[src/rtl/dma2d_pkg.sv]
// Shared types for the 2D address sequencer.
package dma2d_pkg;
    typedef enum logic [1:0] {
        ST_IDLE = 2'd0,
        ST_LINE = 2'd1,
        ST_RING = 2'd2
    } seq_state_t;
endpackage

[src/rtl/dma2d_ctrl.sv]
// Mode controller: tracks idle/block/circular state and creates the done pulse.
// Assumes start_i and stop_i are not asserted together; stop has priority.
module dma2d_ctrl
    import dma2d_pkg::*;
(
    input  logic       clk,
    input  logic       rst_n,
    input  logic       start_i,
    input  logic       stop_i,
    input  logic       len_zero_i,
    input  logic       fire_i,
    input  logic       last_i,
    output seq_state_t state_o,
    output logic       load_o,
    output logic       done_o
);
    seq_state_t state_q;
    logic       done_q;

    assign load_o  = (state_q == ST_IDLE) && start_i && !stop_i;
    assign state_o = state_q;
    assign done_o  = done_q;

    // State transitions: stop wins, start only from idle, block ends on last word.
    always_ff @(posedge clk) begin
        if (!rst_n || stop_i) begin
            state_q <= ST_IDLE;
        end else begin
            case (state_q)
                ST_IDLE: if (start_i) state_q <= len_zero_i ? ST_RING : ST_LINE;
                ST_LINE: if (fire_i && last_i) state_q <= ST_IDLE;
                ST_RING: state_q <= ST_RING;
                default: state_q <= ST_IDLE;
            endcase
        end
    end

    // Completion pulse one cycle after the final block-mode handshake.
    always_ff @(posedge clk) begin
        if (!rst_n) done_q <= 1'b0;
        else        done_q <= !stop_i && (state_q == ST_LINE) && fire_i && last_i;
    end
endmodule

[src/rtl/dma2d_walk.sv]
// Block-mode walker: word-in-line and line counters plus the running line offset.
// Assumes len_i is non-zero whenever step_i is asserted.
module dma2d_walk #(
    parameter int AW = 16,
    parameter int LW = 8,
    parameter int CW = 8
) (
    input  logic          clk,
    input  logic          rst_n,
    input  logic          load_i,
    input  logic          step_i,
    input  logic [LW-1:0] len_i,
    input  logic [LW-1:0] stride_i,
    input  logic [CW-1:0] cnt_i,
    output logic [AW-1:0] offset_o,
    output logic          last_o
);
    logic [LW-1:0] x_q;
    logic [CW-1:0] y_q;
    logic [AW-1:0] line_off_q;
    logic          end_of_line;

    assign end_of_line = (x_q == len_i - LW'(1));
    assign last_o      = end_of_line && (y_q == cnt_i);
    assign offset_o    = line_off_q + AW'(x_q);

    // Advance word, then line, on each accepted block-mode address.
    always_ff @(posedge clk) begin
        if (!rst_n || load_i) begin
            x_q        <= '0;
            y_q        <= '0;
            line_off_q <= '0;
        end else if (step_i) begin
            if (end_of_line) begin
                x_q        <= '0;
                y_q        <= y_q + CW'(1);
                line_off_q <= line_off_q + AW'(stride_i);
            end else begin
                x_q <= x_q + LW'(1);
            end
        end
    end
endmodule

[src/rtl/dma2d_ring.sv]
// Circular-mode walker: area offset with wrap and half-boundary pulse.
// Assumes area_i >= 1 while stepping; half_i == 0 disables the mid pulse.
module dma2d_ring #(
    parameter int OW = 17
) (
    input  logic          clk,
    input  logic          rst_n,
    input  logic          load_i,
    input  logic          step_i,
    input  logic          stop_i,
    input  logic [OW-1:0] area_i,
    input  logic [OW-1:0] half_i,
    output logic [OW-1:0] offset_o,
    output logic          irq_o
);
    logic [OW-1:0] off_q;
    logic [OW-1:0] off_nxt;
    logic          irq_q;

    assign off_nxt  = off_q + OW'(1);
    assign offset_o = off_q;
    assign irq_o    = irq_q;

    // Offset counter: wraps to zero after the last word of the area.
    always_ff @(posedge clk) begin
        if (!rst_n || load_i)  off_q <= '0;
        else if (step_i)       off_q <= (off_nxt == area_i) ? '0 : off_nxt;
    end

    // Boundary pulse after finishing either half; suppressed by stop.
    always_ff @(posedge clk) begin
        if (!rst_n) irq_q <= 1'b0;
        else        irq_q <= step_i && !stop_i && ((off_nxt == half_i) || (off_nxt == area_i));
    end
endmodule

[src/rtl/dma2d_addr_gen.sv]
// Top of the 2D word address sequencer: captures the configuration on start,
// picks block or circular mode from the line length, and presents one
// address per handshake. Assumes a circular-mode stride of at least 1.
module dma2d_addr_gen
    import dma2d_pkg::*;
#(
    parameter int AW = 16,
    parameter int LW = 8,
    parameter int CW = 8
) (
    input  logic          clk,
    input  logic          rst_n,
    input  logic          start_i,
    input  logic          stop_i,
    input  logic [AW-1:0] base_addr_i,
    input  logic [LW-1:0] line_len_i,
    input  logic [LW-1:0] stride_i,
    input  logic [CW-1:0] line_cnt_i,
    input  logic          loop_en_i,
    input  logic          ready_i,
    output logic [AW-1:0] addr_o,
    output logic          valid_o,
    output logic          done_o,
    output logic          half_irq_o
);
    localparam int OW = LW + CW + 1;

    seq_state_t    state;
    logic          load;
    logic          fire;
    logic          last;
    logic [AW-1:0] base_q;
    logic [LW-1:0] len_q;
    logic [LW-1:0] stride_q;
    logic [CW-1:0] cnt_q;
    logic [OW-1:0] area;
    logic [OW-1:0] half;
    logic [AW-1:0] walk_off;
    logic [OW-1:0] ring_off;

    assign area    = OW'(stride_q) * (OW'(cnt_q) + OW'(1));
    assign half    = area >> 1;
    assign valid_o = (state == ST_LINE) || ((state == ST_RING) && loop_en_i);
    assign fire    = valid_o && ready_i;
    assign addr_o  = base_q + ((state == ST_RING) ? AW'(ring_off) : walk_off);

    // Configuration capture on an accepted start.
    always_ff @(posedge clk) begin
        if (!rst_n) begin
            base_q   <= '0;
            len_q    <= '0;
            stride_q <= '0;
            cnt_q    <= '0;
        end else if (load) begin
            base_q   <= base_addr_i;
            len_q    <= line_len_i;
            stride_q <= stride_i;
            cnt_q    <= line_cnt_i;
        end
    end

    dma2d_ctrl ctrl_i (
        .clk        (clk),
        .rst_n      (rst_n),
        .start_i    (start_i),
        .stop_i     (stop_i),
        .len_zero_i (line_len_i == '0),
        .fire_i     (fire),
        .last_i     (last),
        .state_o    (state),
        .load_o     (load),
        .done_o     (done_o)
    );

    dma2d_walk #(.AW(AW), .LW(LW), .CW(CW)) walk_i (
        .clk      (clk),
        .rst_n    (rst_n),
        .load_i   (load),
        .step_i   (fire && (state == ST_LINE)),
        .len_i    (len_q),
        .stride_i (stride_q),
        .cnt_i    (cnt_q),
        .offset_o (walk_off),
        .last_o   (last)
    );

    dma2d_ring #(.OW(OW)) ring_i (
        .clk      (clk),
        .rst_n    (rst_n),
        .load_i   (load),
        .step_i   (fire && (state == ST_RING)),
        .stop_i   (stop_i),
        .area_i   (area),
        .half_i   (half),
        .offset_o (ring_off),
        .irq_o    (half_irq_o)
    );
endmodule

[config.mk]
export PLATFORM = sky130hd
export DESIGN_NAME = dma2d_addr_gen
export DESIGN_NICKNAME = d
export VERILOG_FILES = /design/src/rtl/dma2d_pkg.sv /design/src/rtl/dma2d_ctrl.sv /design/src/rtl/dma2d_walk.sv /design/src/rtl/dma2d_ring.sv /design/src/rtl/dma2d_addr_gen.sv
export SDC_FILE = /design/constraint.sdc
export NUM_CORES = 1
export LEC_CHECK = 0
export CELL_PAD_IN_SITES_DETAIL_PLACEMENT = 0
export CELL_PAD_IN_SITES_GLOBAL_PLACEMENT = 1
export CORE_ASPECT_RATIO = 0.6
export CORE_MARGIN = 1.5
export CORE_UTILIZATION = 30
export CTS_CLUSTER_DIAMETER = 120
export DETAILED_ROUTE_END_ITERATION = 12
export PLACE_DENSITY = 0.67
export SYNTH_ARGS = -nofsm -noshare
export SYNTH_HDL_FRONTEND = slang
export SYNTH_SLANG_ARGS = --single-unit
[constraint.sdc]
create_clock -name clk -period 6.7 [get_ports clk]
set_input_delay 1.005 -clock clk [delete_from_list [all_inputs] [get_ports clk]]
set_output_delay 1.005 -clock clk [all_outputs]
set_load 0.03 [all_outputs]
==> PnR_summary.wiki, run 1 <==
{| class="wikitable"
! Metric !! Value
|-
| Effective utilization at floorplan || 0.308
|-
| Final hold violations || 0
|-
| #FFs+latches synth || 93
|-
| Overflow left after global routing || 0
|-
| DRC || 0
|-
| Count of pins over their slew limit || 0
|-
| Cell accounting for the most synthesized area || sky130_fd_sc_hd__dfxtp_1
|-
| Cells along the critical path || ha_1, fa_1, a21o_1, a21oi_1, o21ai_0, and2_1, o41ai_1, buf_4, nor2_1, xnor2_1, o21ai_0, ha_1, or3_1, or3_1, nor3_1, or3_1, o21ai_0, xnor2_1, clkdlybuf4s50_1
|-
| Post-DR vias/cell || about 5
|-
| Routed length per instance || about 17 um
|-
| Clock transition at the registers of the reported paths || roughly 0.08 ns
|-
| Layout Skew || between 0.01 and 0.015 ns
|-
| Max Freq || around 160 MHz
|-
| Number of standard cells after synthesis || around 1.1k
|-
| Count of cell types in the netlist || between 60 and 70
|-
| Required time at the endpoint of the critical path || 5.69 ns
|-
| Portion of the post-synthesis area used by sequential elements || 0.208
|-
| Kind of start point of the critical path || flop
|-
| Max Root-Sink Buffers || 2
|-
| Area of all placed cells without fillers || 10,400 um^2
|-
| Clock tree from TritonCTS || built
|-
| Number of flops mapped to enable cells by yosys || 0
|-
| Ant. Diodes || 0
|-
| Cell row count || 48
|-
| Net switching fraction of the power || 0.300
|-
| Floorplan core area || roughly 29,000 um^2
|-
| Synthesis-to-layout area growth || 15.8%
|-
| Net count reported at finish || roughly 1.3k
|-
| Net count of the mapped netlist || 1,292
|-
| Grt peak-use layer || met1
|-
| Inserted Clock Buffers || 9
|-
| Tightest Pin Transition || between 1 and 1.5 ns
|-
| Initial antenna violation count || 0
|-
| Overall die height || around 140 um
|-
| Hold WC Path Type || flop to flop
|-
| Met1 capacity usage during global routing || 0.288
|-
| Max H-tree Level || 3
|-
| Switching power of the nets || between 300 and 400 uW
|-
| Critical Path Fanout Max || 5
|-
| Hold buffer count at cts || 0
|-
| Portion of synthesized cell area occupied by the leading cell type || 0.208
|-
| Yosys warning total || 0
|-
| Routed via count || a little under 8k
|-
| Tmin final || about 6.2 ns
|-
| Number of detailed-route iterations in the first pass || 5
|-
| Die span in x || around 230 um
|-
| Fraction of layout cells with a size suffix above 1 || 0.0416
|-
| Met3 usage || 0.0414
|-
| First-iteration detailed-routing DRC count || a little under 600
|-
| Outcome || finished clean
|-
| P_int || roughly 920 uW
|-
| Share of the cycle needed by the critical path after routing || 0.930
|-
| Area of the mapped netlist || around 8900 um^2
|-
| LEAKAGE || between 4 and 5 nW
|-
| Number of nets with antenna violations after detailed routing || 0
|-
| Setup repair after global routing missed its margin || false
|-
| Clk pwr share || 0.399
|-
| Total length of routed wires || between 20,000 and 30,000 um
|-
| Post-detail-place hpwl || 20,700 um
|-
| Number of filler cells placed in the layout || 3,051
|-
| Cell type of the slowest stage on the worst timing path || sky130_fd_sc_hd__clkdlybuf4s50_1
|-
| Total Neg Setup Slack || 0 ns
|-
| Input/output buffers || 64
|-
| Number of buffers inserted by post-CTS setup repair || 0
|-
| Maximum number of pins on one net before global-route repair || 44
|-
| Final setup viols || 0
|-
| Proportion of synthesized flip-flops having asynchronous set or reset || 0
|-
| Cell area reported after detailed placement || 10,100 um^2
|-
| Ranking of synthesized cells by area || sky130_fd_sc_hd__dfxtp_1 (21%), sky130_fd_sc_hd__ha_1 (10%), sky130_fd_sc_hd__fa_1 (10%), sky130_fd_sc_hd__xnor2_1 (8.2%), sky130_fd_sc_hd__nand2_1 (7.2%)
|-
| Crit Path Class || flop to primary output
|-
| Via count of the first global-routing pass || 7,488
|-
| Ys flop type || sky130_fd_sc_hd__dfxtp_1
|-
| Worst-Skew Late Latency || approximately 0.37 ns
|-
| Maxcap violations || 0
|-
| Number of placed I/O pins || 65
|-
| Endpoint type of the worst setup path || primary output
|-
| Root buffer cell || sky130_fd_sc_hd__clkbuf_16
|-
| Grt met2 use || 0.222
|-
| Relative slew slack || 0.254
|-
| Critical path arrival || approximately 5.2 ns
|-
| GRT Resource Usage Total || 0.175
|-
| Part of the power in registers || 0.445
|-
| Max stage delay on crit path || approximately 0.7 ns
|-
| Clock Sink Count || between 90 and 100
|-
| Max rail drop VDD || between 0.1 and 0.15 mV
|-
| Die footprint || 30,900 um^2
|-
| Combinational power share || 0.156
|-
| Placer congestion estimate || roughly 0.82
|-
| Wire length of the first global-routing pass || approximately 42,000 um
|-
| Synthesized area per cell || 7.93 um^2
|-
| Power density normalized to cell area || 127 nW/um^2
|}
[kinds of logic (layout without fill, tap and decap cells)]
group / count (synthesis) / in the layout / share of synthesized area
buffers and inverters: 127 / 178 / 0.0545
AO/OA/AOI/OAI: 231 / 231 / 0.178
adder cells (fa/ha/maj): 118 / 118 / 0.203
multiplexers: 3 / 3 / 0.00336
XOR/XNOR: 123 / 123 / 0.123
AND/OR/NAND/NOR: 433 / 433 / 0.230
flip-flops: 93 / 93 / 0.208
[power by group through the flow]
stage | logic, mW | clock network, mW | registers, mW
after CTS | 0.206 | 0.550 | 0.583
after floorplan | 0.131 | 0 | 0.585
after detailed placement | 0.205 | 0 | 0.597
final | 0.204 | 0.524 | 0.584
after global placement | 0.203 | 0 | 0.596
after global routing | 0.227 | 0.566 | 0.586
[synth_stat cells, drive strengths merged (5+ instances only)]
master	n
and4	6
nor2b	11
o211ai	6
a31oi	8
xnor2	84
dfxtp	93
nor3	21
buf	7
xor2	37
clkbuf	43
a41oi	12
nor2	85
a311oi	6
and3	9
inv	77
ha	73
fa	45
o21a	10
nand4	19
or3	16
nand2b	12
nand2	171
a211oi	11
a21o	12
o21ai	39
nor4	11
a211o	6
nand3	24
or4	5
a21boi	42
a21oi	42
a2111oi	5
and2	33
[critical path, delay by kind of cell (launching register included)]
kind            cells  cell delay [ns]
fa+ha+maj           3             0.89
flops               1             0.38
xor+xnor            2             0.36
compound gates      6             1.03
buf+inv             2             0.91
simple gates        6             1.26
[sequential cells by signal (all words and copies together), names as in the netlist]
register	flops
ring_i.offset_o	17
base_q	16
walk_i.line_off_q	16
cnt_q	8
len_q	8
stride_q	8
walk_i.x_q	8
walk_i.y_q	8
ctrl_i.state_o	2
ctrl_i.done_o	1
ring_i.irq_o	1
[placed cells by master, fill, tap and decap left out, types with 42 or more instances in the layout]
master / instances
sky130_fd_sc_hd__a21boi_0: 42
sky130_fd_sc_hd__a21oi_1: 42
sky130_fd_sc_hd__clkdlybuf4s50_1: 64
sky130_fd_sc_hd__dfxtp_1: 93
sky130_fd_sc_hd__fa_1: 45
sky130_fd_sc_hd__ha_1: 73
sky130_fd_sc_hd__inv_1: 77
sky130_fd_sc_hd__nand2_1: 171
sky130_fd_sc_hd__nor2_1: 85
sky130_fd_sc_hd__xnor2_1: 84
[stage by stage]
step,instances,utilization,worst slack [ns],hold WS (ns),power [mW]
after CTS,1579,0.357,0.457,0.475,1.34
after global placement,1563,0.347,0.593,0.463,0.799
after floorplan,1128,-,0.969,0.448,0.716
after global routing,1579,0.357,0.0207,0.498,1.38
final,1579,0.357,0.467,0.469,1.31
after detailed placement,1563,0.347,0.471,0.465,0.801
[repair_timing]
action	in CTS	in global routing
setup endpoints to repair	0	18
endpoints found under the hold margin	0	0
resized for setup	0	2
[metal layers]
layer,vias up,share of wire
li1,3990,-
met5,-,0
met1,3727,0.58
met4,0,0.0074
met2,172,0.35
met3,11,0.059
[cell type report]
class                           count  area [um^2]  area share
Sequential cell                    93         1860       0.180
Clock buffer                        9          225      0.0217
Timing Repair Buffer               85          798      0.0771
Tap cell                          400          500      0.0483
Inverter                           77          289      0.0279
Clock inverter                      7         70.1     0.00676
Multi-Input combinational cell    908         6610       0.638
[worst paths after layout]
path                                                  from                                to  slack, ns  depth (start not counted)
worst max-delay path            walk_i.x_q[0]$_SDFFE_PP0P_                        addr_o[15]       0.47                         19
worst min-delay path                base_q[9]$_SDFFE_PN0P_            base_q[9]$_SDFFE_PN0P_       0.47                          2
worst max register to register       cnt_q[1]$_SDFFE_PN0P_  ring_i.offset_o[15]$_SDFFE_PP0P_       0.52                         19
worst min register to register      base_q[9]$_SDFFE_PN0P_            base_q[9]$_SDFFE_PN0P_       0.47                          2
Note: power is estimated with default switching activity, not from simulation.
==> run 2: changes to the inputs <==
DONT_BUFFER_PORTS = 1   (was unset)
PLACE_DENSITY = 0.63   (was 0.67)
==> run 2 against run 1 <==
  * Critical path depth unchanged
  * Wire length up 1.6%
  * Clock power up 8.8%
  * Core utilization down 2.2 points
  * Sequential share of layout area up 1.2 points
  * Maximum frequency up 1.5%
  * First-iteration DRC count up 6.3%
  * Global-route usage up 0.43 points
  * Count of clock-buffer cells in the layout unchanged
  * Die area unchanged
  * Total power up 0.30%
  * Combinational power down 21%
==> PnR_summary.wiki, run 2 (same netlist as run 1, synthesis figures left out) <==
{| class="wikitable"
! Metric !! Value
|-
| Endpoint type of the worst setup path || flop
|-
| Placer congestion estimate || slightly above 0.8
|-
| Worst-Skew Late Latency || between 0.3 and 0.4 ns
|-
| Via count of the first global-routing pass || just over 7k
|-
| Effective utilization at floorplan || 0.308
|-
| GRT Resource Usage Total || 0.180
|-
| Power density normalized to cell area || roughly 140 nW/um^2
|-
| Ant. Diodes || 0
|-
| Routed length per instance || 17.5 um
|-
| Outcome || finished clean
|-
| Net count reported at finish || approximately 1.3k
|-
| First-iteration detailed-routing DRC count || just over 600
|-
| Critical Path Fanout Max || 17
|-
| Synthesis-to-layout area growth || 8.61%
|-
| Input/output buffers || 0
|-
| Kind of start point of the critical path || flop
|-
| Number of buffers inserted by post-CTS setup repair || 0
|-
| Setup WS post-layout || 0.558 ns
|-
| Number of nets with antenna violations after detailed routing || 0
|-
| Number of flip-flops under the largest register name || 17
|-
| Max Freq || 163 MHz
|-
| Overall die height || around 140 um
|-
| Post-place setup slack || 0.568 ns
|-
| Number of cells upsized or downsized after cts || 0
|-
| Cell row count || 48
|-
| Tightest Pin Transition || between 1 and 1.5 ns
|-
| Post-DR vias/cell || 5.01
|-
| Count of pins over their slew limit || 0
|-
| Total Neg Setup Slack || 0 ns
|-
| Clock transition at the registers of the reported paths || around 0.080 ns
|-
| Area of all placed cells without fillers || roughly 10000 um^2
|-
| Inserted Clock Buffers || 9
|-
| Crit Path Class || flop to flop
|-
| Commonest non-fill, non-tap cells in the layout || sky130_fd_sc_hd__nand2_1 (171), sky130_fd_sc_hd__dfxtp_1 (93), sky130_fd_sc_hd__nor2_1 (85)
|-
| Critical path arrival || ~6.4 ns
|-
| Fraction of layout cells with a size suffix above 1 || 0.0413
|-
| Die footprint || a little over 30,000 um^2
|-
| Root buffer cell || sky130_fd_sc_hd__clkbuf_16
|-
| Required time at the endpoint of the critical path || slightly below 7 ns
|-
| Maximum number of pins on one net before global-route repair || between 40 and 50
|-
| Setup repair after global routing missed its margin || false
|-
| Cell area reported after detailed placement || about 9400 um^2
|-
| Total length of routed wires || roughly 27,000 um
|-
| Hold buffer count at cts || 0
|-
| Floorplan core area || 29,000 um^2
|-
| Max rail drop VDD || approximately 0.12 mV
|-
| Layout Skew || 0.00940 ns
|-
| Clock Sink Count || a little over 90
|-
| Hold WC Path Type || flop to flop
|-
| DRC || 0
|-
| Tmin final || between 6 and 7 ns
|-
| Final setup viols || 0
|-
| Die span in x || roughly 230 um
|-
| Number of placed I/O pins || 65
|-
| Routed via count || between 7k and 8k
|-
| Clock tree from TritonCTS || built
|-
| Wire length of the first global-routing pass || approximately 42,000 um
|-
| Relative slew slack || 0.147
|-
| Worst Hold Margin || 0.471 ns
|-
| Share of the cycle needed by the critical path after routing || 0.917
|-
| Final hold violations || 0
|-
| Initial antenna violation count || 1
|-
| Number of detailed-route iterations in the first pass || 5
|-
| LEAKAGE || about 3.9 nW
|-
| Max H-tree Level || 3
|-
| Number of filler cells placed in the layout || slightly above 3k
|-
| Post-detail-place hpwl || approximately 21,000 um
|-
| Max Root-Sink Buffers || 2
|-
| Overflow left after global routing || 0
|-
| Maxcap violations || 0
|-
| Commonest non-fill, non-tap cell in the layout || sky130_fd_sc_hd__nand2_1
|}
## run 2: path summary, 6_finish.rpt
kind | startpoint | end | slack, ns | cells after the start
hold / removal | base_q[8]$_SDFFE_PN0P_ | base_q[8]$_SDFFE_PN0P_ | 0.47 | 2
setup reg to reg | cnt_q[4]$_SDFFE_PN0P_ | ring_i.offset_o[9]$_SDFFE_PP0P_ | 0.56 | 19
hold reg to reg | base_q[8]$_SDFFE_PN0P_ | base_q[8]$_SDFFE_PN0P_ | 0.47 | 2
setup / recovery | cnt_q[4]$_SDFFE_PN0P_ | ring_i.offset_o[9]$_SDFFE_PP0P_ | 0.56 | 19
## run 2: area by class of cell
class,instances,area (um^2),area share
clock buffer,9,225,0.0232
clock inverter,7,95.1,0.00978
inverter,77,289,0.0297
multi-input combinational,908,6610,0.680
sequential,93,1860,0.192
tap,400,500,0.0515
timing repair buffer,19,143,0.0147
## run 2: routing by layer
layer	track usage	vias up	wire length, um
met2	0.220	149	9340
li1	-	3849	-
met1	0.300	3565	15400
met5	0	-	13
met3	0.0440	13	1540
met4	0.0291	2	201
## run 2: worst max-delay path, cell delays in order, from the launching register on
cell                      delay, ns
sky130_fd_sc_hd__dfxtp_1       0.43
sky130_fd_sc_hd__and3_1        0.19
sky130_fd_sc_hd__nand3_1       0.13
sky130_fd_sc_hd__nor2_1        0.16
sky130_fd_sc_hd__xor2_1        0.50
sky130_fd_sc_hd__nand2_1       0.15
sky130_fd_sc_hd__fa_1          0.56
sky130_fd_sc_hd__fa_1          0.44
sky130_fd_sc_hd__fa_1          0.53
sky130_fd_sc_hd__fa_1          0.55
sky130_fd_sc_hd__inv_1         0.04
sky130_fd_sc_hd__ha_1          0.34
sky130_fd_sc_hd__o21a_1        0.22
sky130_fd_sc_hd__or2_2         0.32
sky130_fd_sc_hd__and4_1        0.20
sky130_fd_sc_hd__or4_1         0.47
sky130_fd_sc_hd__a21oi_1       0.20
sky130_fd_sc_hd__and4_1        0.20
sky130_fd_sc_hd__buf_4         0.23
sky130_fd_sc_hd__a41oi_1       0.14
## run 2: where the power goes
group	total, mW	switching [mW]	internal (mW)
registers	0.584	0.0199	0.564
logic	0.162	0.100	0.0623
clock network	0.570	0.270	0.300
total	1.32	0.390	0.926
## run 2: per-stage QoR
step / power, mW / utilization / cells
floorplan: 0.716 / - / 1128
global placement: 0.758 / 0.324 / 1497
detailed placement: 0.761 / 0.324 / 1497
CTS: 1.34 / 0.335 / 1513
global route: 1.38 / 0.335 / 1513
finish: 1.32 / 0.335 / 1513
==> run 3: changes to the inputs <==
CORE_UTILIZATION = 49   (was 30)
PLACE_DENSITY = 0.9   (was 0.63)
==> run 3 against run 2 <==
  * Clock power fell by 13%
  * First-iteration DRC count up 4.3%
  * Global-route usage is 6.5 points higher
  * Total power shrank 6.0%
  * Worst setup slack better by 0.040 ns
  * Clock skew grew 0.00057 ns
  * Combinational power is 3% lower
  * Core utilization increased by 19 points
  * Critical path type unchanged
  * Largest cell class unchanged
  * Largest power group unchanged
==> PnR_summary.wiki, run 3 (same netlist as run 1, synthesis figures left out) <==
{| class="wikitable"
! Metric !! Value
|-
| Outcome || finished clean
|-
| Power density normalized to cell area || around 130 nW/um^2
|-
| Post-detail-place hpwl || ~18,000 um
|-
| Ant. Diodes || 0
|-
| Number of nets with antenna violations after detailed routing || 0
|-
| Total length of routed wires || 22,600 um
|-
| Input/output buffers || 0
|-
| Cell area reported after detailed placement || a little over 9000 um^2
|-
| Worst-Skew Late Latency || approximately 0.36 ns
|-
| Setup repair after global routing missed its margin || false
|-
| Tightest Pin Transition || slightly below 1 ns
|-
| Critical Path Fanout Max || 17
|-
| GRT Resource Usage Total || 0.245
|-
| Final hold violations || 0
|-
| Final Core Density || 0.527
|-
| Flip-flop and latch area || between 1500 and 2000 um^2
|-
| Initial antenna violation count || 0
|-
| Clock tree from TritonCTS || built
|-
| Hold WC Path Type || flop to flop
|-
| Max Freq || between 150 and 200 MHz
|-
| Required time at the endpoint of the critical path || about 6.9 ns
|-
| Overall die height || between 100 and 150 um
|-
| Fraction of layout cells with a size suffix above 1 || 0.0388
|-
| Total Neg Setup Slack || 0 ns
|-
| Synthesis-to-layout area growth || 5.75%
|-
| Cell Count Post-Placement || around 1.3k
|-
| Setup slack of the most critical reg-to-reg path || about 0.60 ns
|-
| Combinational power share || 0.127
|-
| Net count reported at finish || 1,267
|-
| Max H-tree Level || 3
|-
| Layout Skew || roughly 0.01 ns
|-
| First-iteration detailed-routing DRC count || 649
|-
| Floorplan core area || roughly 18,000 um^2
|-
| Most common cell type on the critical path || sky130_fd_sc_hd__fa_1
|-
| Relative slew slack || 0.353
|-
| Critical path arrival || between 6 and 7 ns
|-
| Via count of the first global-routing pass || 6,872
|-
| Cells along the critical path || and3_1, nand3_1, nor2_1, xor2_1, buf_4, nand2_1, fa_1, fa_1, fa_1, fa_1, inv_1, ha_1, inv_1, a21oi_1, a2111oi_0, or4_1, a21oi_1, and4_1, buf_4, a41oi_1
|-
| Area of all placed cells without fillers || between 9000 and 10,000 um^2
|-
| Endpoint type of the worst setup path || flop
|-
| Area of the multi-input gates || around 6600 um^2
|-
| Max Root-Sink Buffers || 2
|-
| Final setup viols || 0
|-
| Cell type of the slowest stage on the worst timing path || sky130_fd_sc_hd__fa_1
|-
| Commonest non-fill, non-tap cell in the layout || sky130_fd_sc_hd__nand2_1
|-
| Maxcap violations || 0
|-
| Max stage delay on crit path || approximately 0.55 ns
|-
| Maximum number of pins on one net before global-route repair || 45
|-
| Clock transition at the registers of the reported paths || 0.07 ns
|-
| Post-place setup slack || 0.566 ns
|-
| Inserted Clock Buffers || 9
|-
| Count of pins over their slew limit || 0
|-
| Wire length of the first global-routing pass || roughly 37,000 um
|-
| LEAKAGE || approximately 3.8 nW
|-
| Setup WS post-layout || between 0.5 and 0.6 ns
|-
| Cell row count || 38
|-
| Share of the cycle needed by the critical path after routing || 0.911
|-
| Part of the power in registers || 0.472
|-
| DRC || 0
|-
| Clock Sink Count || between 90 and 100
|-
| Max rail drop VDD || 0.145 mV
|-
| Number of flip-flops under the largest register name || 17
|-
| P_int || roughly 900 uW
|-
| Number of filler cells placed in the layout || 1,751
|-
| Effective utilization at floorplan || 0.498
|-
| Routed length per instance || ~17 um
|-
| Tmin final || 6.10 ns
|-
| Overflow left after global routing || 0
|-
| Net switching fraction of the power || 0.287
|-
| Root buffer cell || sky130_fd_sc_hd__clkbuf_16
|-
| Number of placed I/O pins || 65
|-
| Kind of start point of the critical path || flop
|-
| Layout Cells excl Fill || roughly 1.3k
|-
| Commonest non-fill, non-tap cells in the layout || sky130_fd_sc_hd__nand2_1 (171), sky130_fd_sc_hd__dfxtp_1 (93), sky130_fd_sc_hd__nor2_1 (85)
|-
| Clk pwr share || 0.401
|-
| Crit Path Class || flop to flop
|-
| Die span in x || 177 um
|-
| Placer congestion estimate || 0.889
|-
| Die footprint || 19,100 um^2
|-
| Post-DR vias/cell || around 5.7
|-
| Switching power of the nets || approximately 360 uW
|-
| Routed via count || between 7k and 8k
|-
| Number of detailed-route iterations in the first pass || 5
|}
[run 3: cell count changes in the layout (fill, tap and decap cells not counted), sizes merged]
cell      before  now
inv           79   81
clkinv         4    1
clkinvlp       0    1
bufinv         1    0
buf           19   14
[run 3: worst max-delay path, delay by kind of cell (launching register included)]
family / cells / cell delay [ns]
fa+ha+maj: 5 / 2.40
simple gates: 6 / 1.30
compound gates: 4 / 0.88
buf+inv: 4 / 0.56
flops: 1 / 0.46
xor+xnor: 1 / 0.38
[run 3: timing repair]
action                                  in CTS  in global routing
endpoints found under the setup margin       0                  5
resized for setup                            0                  3
hold buffers                                 0                  0
buffers inserted                             0                  0
endpoints found under the hold margin        0                  0
[run 3: cell type report]
type / count / share of cell area
clock buffers: 9 / 0.0238
clock inverters: 6 / 0.00569
inverters: 77 / 0.0305
well taps: 240 / 0.0317
repair buffers: 14 / 0.0111
multi-input cells: 908 / 0.700
flip-flops and latches: 93 / 0.197
[run 3: worst paths after layout]
check / cells past startpoint / to / startpoint
worst max-delay path: 20 / ring_i.offset_o[9]$_SDFFE_PP0P_ / cnt_q[4]$_SDFFE_PN0P_
worst min register to register: 2 / base_q[10]$_SDFFE_PN0P_ / base_q[10]$_SDFFE_PN0P_
worst min-delay path: 2 / base_q[10]$_SDFFE_PN0P_ / base_q[10]$_SDFFE_PN0P_
worst max register to register: 20 / ring_i.offset_o[9]$_SDFFE_PP0P_ / cnt_q[4]$_SDFFE_PN0P_
[run 3: power by group through the flow]
stage | clock network (mW) | registers (mW) | logic (mW)
5_1_grt | 0.529 | 0.586 | 0.177
3_5_place_dp | 0 | 0.597 | 0.156
3_3_place_gp | 0 | 0.596 | 0.153
4_1_cts | 0.511 | 0.584 | 0.157
6_report | 0.496 | 0.584 | 0.157
2_1_floorplan | 0 | 0.585 | 0.131
[run 3: per-stage QoR]
stage          hold WS [ns]  total power, mW
6_report              0.472             1.24
2_1_floorplan         0.448            0.716
4_1_cts               0.474             1.25
5_1_grt               0.485             1.29
3_3_place_gp          0.456            0.749
3_5_place_dp          0.463            0.753
[run 3: routing by layer]
| layer | global-route usage | routed length [um] | up-vias |
|---|---|---|---|
| met2 | 0.322 | 8500 | 238 |
| met5 | 0 | 0 | - |
| li1 | - | - | 3842 |
| met1 | 0.403 | 12500 | 3558 |
| met3 | 0.0463 | 1540 | 12 |
| met4 | 0.0330 | 139 | 0 |
